$ cat src/rtl/irq_sel_pkg.sv
package irq_sel_pkg;

  typedef enum logic [1:0] {
    PRIV_USER  = 2'd0,
    PRIV_SUPER = 2'd1,
    PRIV_RSVD  = 2'd2,
    PRIV_MACH  = 2'd3
  } priv_e;

  // Gate for lines that stay at machine level
  function automatic logic mach_gate_open(input logic [1:0] priv, input logic mie);
    return (priv != PRIV_MACH) || mie;
  endfunction

  // Gate for lines delegated to supervisor level
  function automatic logic sup_gate_open(input logic [1:0] priv, input logic sie);
    return (priv == PRIV_USER) || ((priv == PRIV_SUPER) && sie);
  endfunction

endpackage

$ cat src/rtl/irq_gate.sv
module irq_gate #(
  parameter int NUM_IRQ = 16
) (
  input  logic [NUM_IRQ-1:0] pend,
  input  logic [NUM_IRQ-1:0] en,
  input  logic [NUM_IRQ-1:0] deleg,
  input  logic [1:0]         priv,
  input  logic               m_gie,
  input  logic               s_gie,
  output logic               m_open,
  output logic               s_open,
  output logic [NUM_IRQ-1:0] cand,
  output logic [NUM_IRQ-1:0] gated
);
  import irq_sel_pkg::*;

  assign m_open = mach_gate_open(priv, m_gie);
  assign s_open = sup_gate_open(priv, s_gie);

  for (genvar i = 0; i < NUM_IRQ; i++) begin : g_line
    assign cand[i]  = pend[i] & en[i];
    assign gated[i] = cand[i] & (deleg[i] ? s_open : m_open);
  end

endmodule

$ cat src/rtl/irq_pick.sv
module irq_pick #(
  parameter int NUM_IRQ = 16,
  parameter int IDXW    = 4
) (
  input  logic [NUM_IRQ-1:0] req,
  output logic               found,
  output logic [IDXW-1:0]    idx
);

  // Trailing-zero count: scan from the top so the lowest set bit is written last
  function automatic logic [IDXW-1:0] lowest_set(input logic [NUM_IRQ-1:0] v);
    logic [IDXW-1:0] r;
    r = '0;
    for (int i = NUM_IRQ - 1; i >= 0; i--) begin
      if (v[i]) r = IDXW'(i);
    end
    return r;
  endfunction

  assign found = |req;
  assign idx   = lowest_set(req);

endmodule

$ cat src/rtl/irq_delegate_select.sv
module irq_delegate_select #(
  parameter int XLEN    = 64,
  parameter int NUM_IRQ = 16,
  parameter bit REG_OUT = 1'b1
) (
  input  logic               clk,
  input  logic               rst_n,
  input  logic [NUM_IRQ-1:0] irq_pend,
  input  logic [NUM_IRQ-1:0] irq_en,
  input  logic [NUM_IRQ-1:0] irq_deleg,
  input  logic [1:0]         cur_priv,
  input  logic               m_gie,
  input  logic               s_gie,
  output logic               take_irq,
  output logic [XLEN-1:0]    irq_cause
);
  localparam int IDXW = (NUM_IRQ > 1) ? $clog2(NUM_IRQ) : 1;

  logic               m_open, s_open;
  logic [NUM_IRQ-1:0] cand, gated;
  logic               win_found;
  logic [IDXW-1:0]    win_idx;
  logic               take_c;
  logic [XLEN-1:0]    cause_c;

  irq_gate #(.NUM_IRQ(NUM_IRQ)) u_gate (
    .pend (irq_pend),
    .en   (irq_en),
    .deleg(irq_deleg),
    .priv (cur_priv),
    .m_gie(m_gie),
    .s_gie(s_gie),
    .m_open(m_open),
    .s_open(s_open),
    .cand (cand),
    .gated(gated)
  );

  irq_pick #(.NUM_IRQ(NUM_IRQ), .IDXW(IDXW)) u_pick (
    .req  (gated),
    .found(win_found),
    .idx  (win_idx)
  );

  function automatic logic [XLEN-1:0] make_cause(input logic hit, input logic [IDXW-1:0] ix);
    logic [XLEN-1:0] c;
    c = '0;
    if (hit) begin
      c[IDXW-1:0] = ix;
      c[XLEN-1]   = 1'b1;
    end
    return c;
  endfunction

  assign take_c  = win_found;
  assign cause_c = make_cause(win_found, win_idx);

  if (REG_OUT) begin : g_reg
    always_ff @(posedge clk or negedge rst_n) begin
      if (!rst_n) begin
        take_irq  <= 1'b0;
        irq_cause <= '0;
      end else begin
        take_irq  <= take_c;
        irq_cause <= cause_c;
      end
    end

    // registered outputs lag the selection by one edge
    a_r7_reg_latency: assert property (@(posedge clk) disable iff (!rst_n)
      (take_irq == $past(take_c)) && (irq_cause == $past(cause_c)));
  end else begin : g_comb
    assign take_irq  = take_c;
    assign irq_cause = cause_c;
  end

  // winner is both pending and enabled
  a_r1_winner_is_candidate: assert property (@(posedge clk) disable iff (!rst_n)
    take_c |-> (irq_pend[win_idx] && irq_en[win_idx]));

  // machine level with global enable clear takes no non-delegated line
  a_r2_mach_blocked: assert property (@(posedge clk) disable iff (!rst_n)
    (cur_priv == 2'd3 && !m_gie) |-> ((gated & ~irq_deleg) == '0));

  // delegated lines are closed above supervisor
  a_r3_deleg_blocked_high: assert property (@(posedge clk) disable iff (!rst_n)
    (cur_priv[1]) |-> ((gated & irq_deleg) == '0));

  // nothing below the winner survived gating
  a_r4_lowest_wins: assert property (@(posedge clk) disable iff (!rst_n)
    take_c |-> ((gated & ((NUM_IRQ'(1) << win_idx) - NUM_IRQ'(1))) == '0));

  // cause carries the interrupt flag when taken
  a_r5_cause_flag: assert property (@(posedge clk) disable iff (!rst_n)
    take_c |-> (cause_c[XLEN-1] && (cause_c[IDXW-1:0] == win_idx)));

  // no candidate, no cause
  a_r6_idle_zero: assert property (@(posedge clk) disable iff (!rst_n)
    (cand == '0) |-> (!take_c && cause_c == '0));

endmodule

$ cat config.mk
export PLATFORM = sky130hd
export DESIGN_NAME = irq_delegate_select
export DESIGN_NICKNAME = d
export VERILOG_FILES = /design/src/rtl/irq_sel_pkg.sv /design/src/rtl/irq_gate.sv /design/src/rtl/irq_pick.sv /design/src/rtl/irq_delegate_select.sv
export SDC_FILE = /design/constraint.sdc
export NUM_CORES = 1
export LEC_CHECK = 0
export ABC_AREA = 1
export BUFFER_PORTS_ARGS = -buffer_cell sky130_fd_sc_hd__buf_4
export CELL_PAD_IN_SITES_DETAIL_PLACEMENT = 1
export CELL_PAD_IN_SITES_GLOBAL_PLACEMENT = 2
export CORE_UTILIZATION = 16
export DETAILED_ROUTE_END_ITERATION = 6
export GPL_TIMING_DRIVEN = 0
export MAX_ROUTING_LAYER = met4
export PLACE_DENSITY = 0.9
export SLEW_MARGIN = 40
export SYNTH_ARGS = -nofsm -noshare
export SYNTH_HDL_FRONTEND = slang
export SYNTH_HIERARCHICAL = 1
export SYNTH_SLANG_ARGS = --single-unit
$ cat constraint.sdc
create_clock -name clk -period 0.8 [get_ports clk]
set_input_delay 0.08 -clock clk [delete_from_list [all_inputs] [get_ports clk]]
set_output_delay 0.08 -clock clk [all_outputs]
set_load 0.1 [all_outputs]
==> impl_metrics.csv <==
group,metric,value,unit
route,drcViolationCount,0,
worst_setup_path,cp-start-kind,"input pin",
final_layout,drive_gt1_frac,0.4328,
clock_network,htree_levels,1,
run_status,outcome,"complete, but fails checks",
floorplan,start_util,0.1676,
route,via_per_inst,3.262,
sta,hold_viol_final,0,
sta,setup_viol,11,
clock_network,numCtsBuffers,3,
worst_setup_path,setup.worst_path.start,"m_gie",
yosys,synthCells,243,
worst_setup_path,cp_max_fo,5,
sta,layout_setup_ws,-591.8,ps
clock_network,cts_root_buf,"clkbuf_8",
clock_network,cts_sinks,5,
sta,fin_crit,1392,ps
placed_design,io_buffer_count,59,
floorplan,fp.dieW,92.44,um
placed_design,place_hpwl,3.086,mm
placed_design,place_congestion,0.6464,
yosys,synth_warnings,6,
run_status,violations,"setup timing",
final_layout,multi_input_area,820.8,um^2
route,num_vias,1546,
grt,grt_use_total,0.08168,
worst_setup_path,max_stage_delay,250,ps
clock_network,cts_buffer_depth,2,
final_layout,diodes,0,
grt,grt_antenna_before_repair,0,
grt,globalRouteOverflowTotal,0,
route,wl_per_cell,7.715,um
worst_setup_path,path_class,"input pin to register",
final_layout,nNetsFinal,427,
floorplan,die-area,0.008545,mm^2
pwr,ir_drop,0.0005556,V
grt,grt_pass1_vias,1365,
pwr,power_density,1390,mW/mm^2
floorplan,row_count,32,
sta,slew_violations,0,
yosys,syn-cell-area,0.001309,mm^2
worst_setup_path,critical_path.endpoint,"irq_cause[3]$_DFF_PN0_",
floorplan,io_pins,119,
floorplan,die_height,92.44,um
clock_network,cts_tree,"built",
sta,finalCritPeriodShare,1.740,
worst_setup_path,arrival,1500,ps
worst_hold_path,hold_path_class,"input pin to asynchronous set/reset pin",
worst_setup_path,path_cells,"buf_4 > nor2_4 > buf_12 > buf_8 > nand2_2 > nand2_2 > nor2_2 > inv_2 > nand4_1 > nor4_2 > buf_4 > nor3_1 > nand2_1 > inv_1",
pwr,p_total,0.003334,W
run,drv_cap,0,
route,dr.first_iter.drc_count,11,
final_layout,regArea,126.4,um^2
sta,rsz0062_at_grt,"true",
sta,max_freq,718.5,MHz
route,routed_wl,3.657,mm
route,ant_nets,0,
sta,fin_tns_setup,-3199,ps
clock_network,path_clk_slew,30,ps
worst_setup_path,endpoint_kind,"register",
route,dr.pass1.iters,4,
worst_setup_path,slowest_stage,"nor4_2",
floorplan,core,0.007807,mm^2
pwr,p_leak,1.515,nW
grt,grt_pass1_wl,5.616,mm
yosys,syn_avg_cell_area,5.386,um^2
worst_setup_path,cp.required,910,ps
grt,grt_max_degree,11,
final_layout,syn2layout_area_growth,83.27,%
final_layout,fillCellCount,1049,
[flip-flops by register name (all words and copies together), names as in the netlist]
name,count
irq_cause,4
take_irq,1
[repair_timing]
item	in CTS	in global routing
hold buffers	1	0
resized for setup	24	17
setup endpoints to repair	11	11
setup buffers	4	3
hold endpoints to repair	5	0
gates cloned	2	0
pin swaps	9	8
[per-stage QoR]
step                      hold slack (ps)  setup WS, ps  cells  area (um^2)    util
final                               203.5        -591.8    474         2399  0.3072
after global routing                228.8        -787.0    474         2399  0.3072
after CTS                           198.7        -589.6    473         2317  0.2968
after detailed placement           -118.6        -941.8    462         2133  0.2732
after global placement             -120.0        -896.7    462         2133  0.2732
after floorplan                    -215.6        -492.7    301         1563       -
[worst max-delay path, delay by kind of cell]
family	cells	cell delay [ps]
buffers and inverters	6	630
AND/OR/NAND/NOR	8	800
[cells in the final DEF (no fill, tap or decap), drive strengths merged, types with 3 or more instances in the layout]
cell type    n
nand2       69
dfrtp        5
nor3         3
inv         52
nor2        23
nand3        5
buf        128
a21oi       19
clkbuf       4
conb        59
[power breakdown]
part	total [W]	internal, W	switching (W)	leakage (nW)
registers	0.000315	0.000291	0.0000239	0.0591
clock network	0.000450	0.000341	0.000109	0.0228
logic	0.00257	0.000684	0.00189	1.43
[area by class of cell]
| type | instances | area share |
|---|---|---|
| buffer | 62 | 0.1987 |
| clock buffer | 4 | 0.01878 |
| inverter | 53 | 0.08451 |
| multi-input combinational | 181 | 0.3422 |
| sequential | 5 | 0.05269 |
| tap | 102 | 0.05321 |
| timing repair buffer | 67 | 0.2499 |
[per-layer routing]
metal | up-vias | global-route usage | routed length, um
met3 | 0 | 0.009031 | 228
met5 | - | - | 0
li1 | 845 | - | -
met4 | 0 | 0.01563 | 0
met2 | 59 | 0.1562 | 1941
met1 | 642 | 0.09082 | 1487
[worst min path at each step]
stage / end / slack [ps]
3_5_place_dp: irq_cause[2]$_DFF_PN0_ / -120
2_1_floorplan: irq_cause[0]$_DFF_PN0_ / -220
3_3_place_gp: irq_cause[3]$_DFF_PN0_ / -120
5_1_grt: irq_cause[1]$_DFF_PN0_ / 230
6_report: take_irq$_DFF_PN0_ / 200
4_1_cts: irq_cause[1]$_DFF_PN0_ / 200
Note: power is estimated with default switching activity, not from simulation.
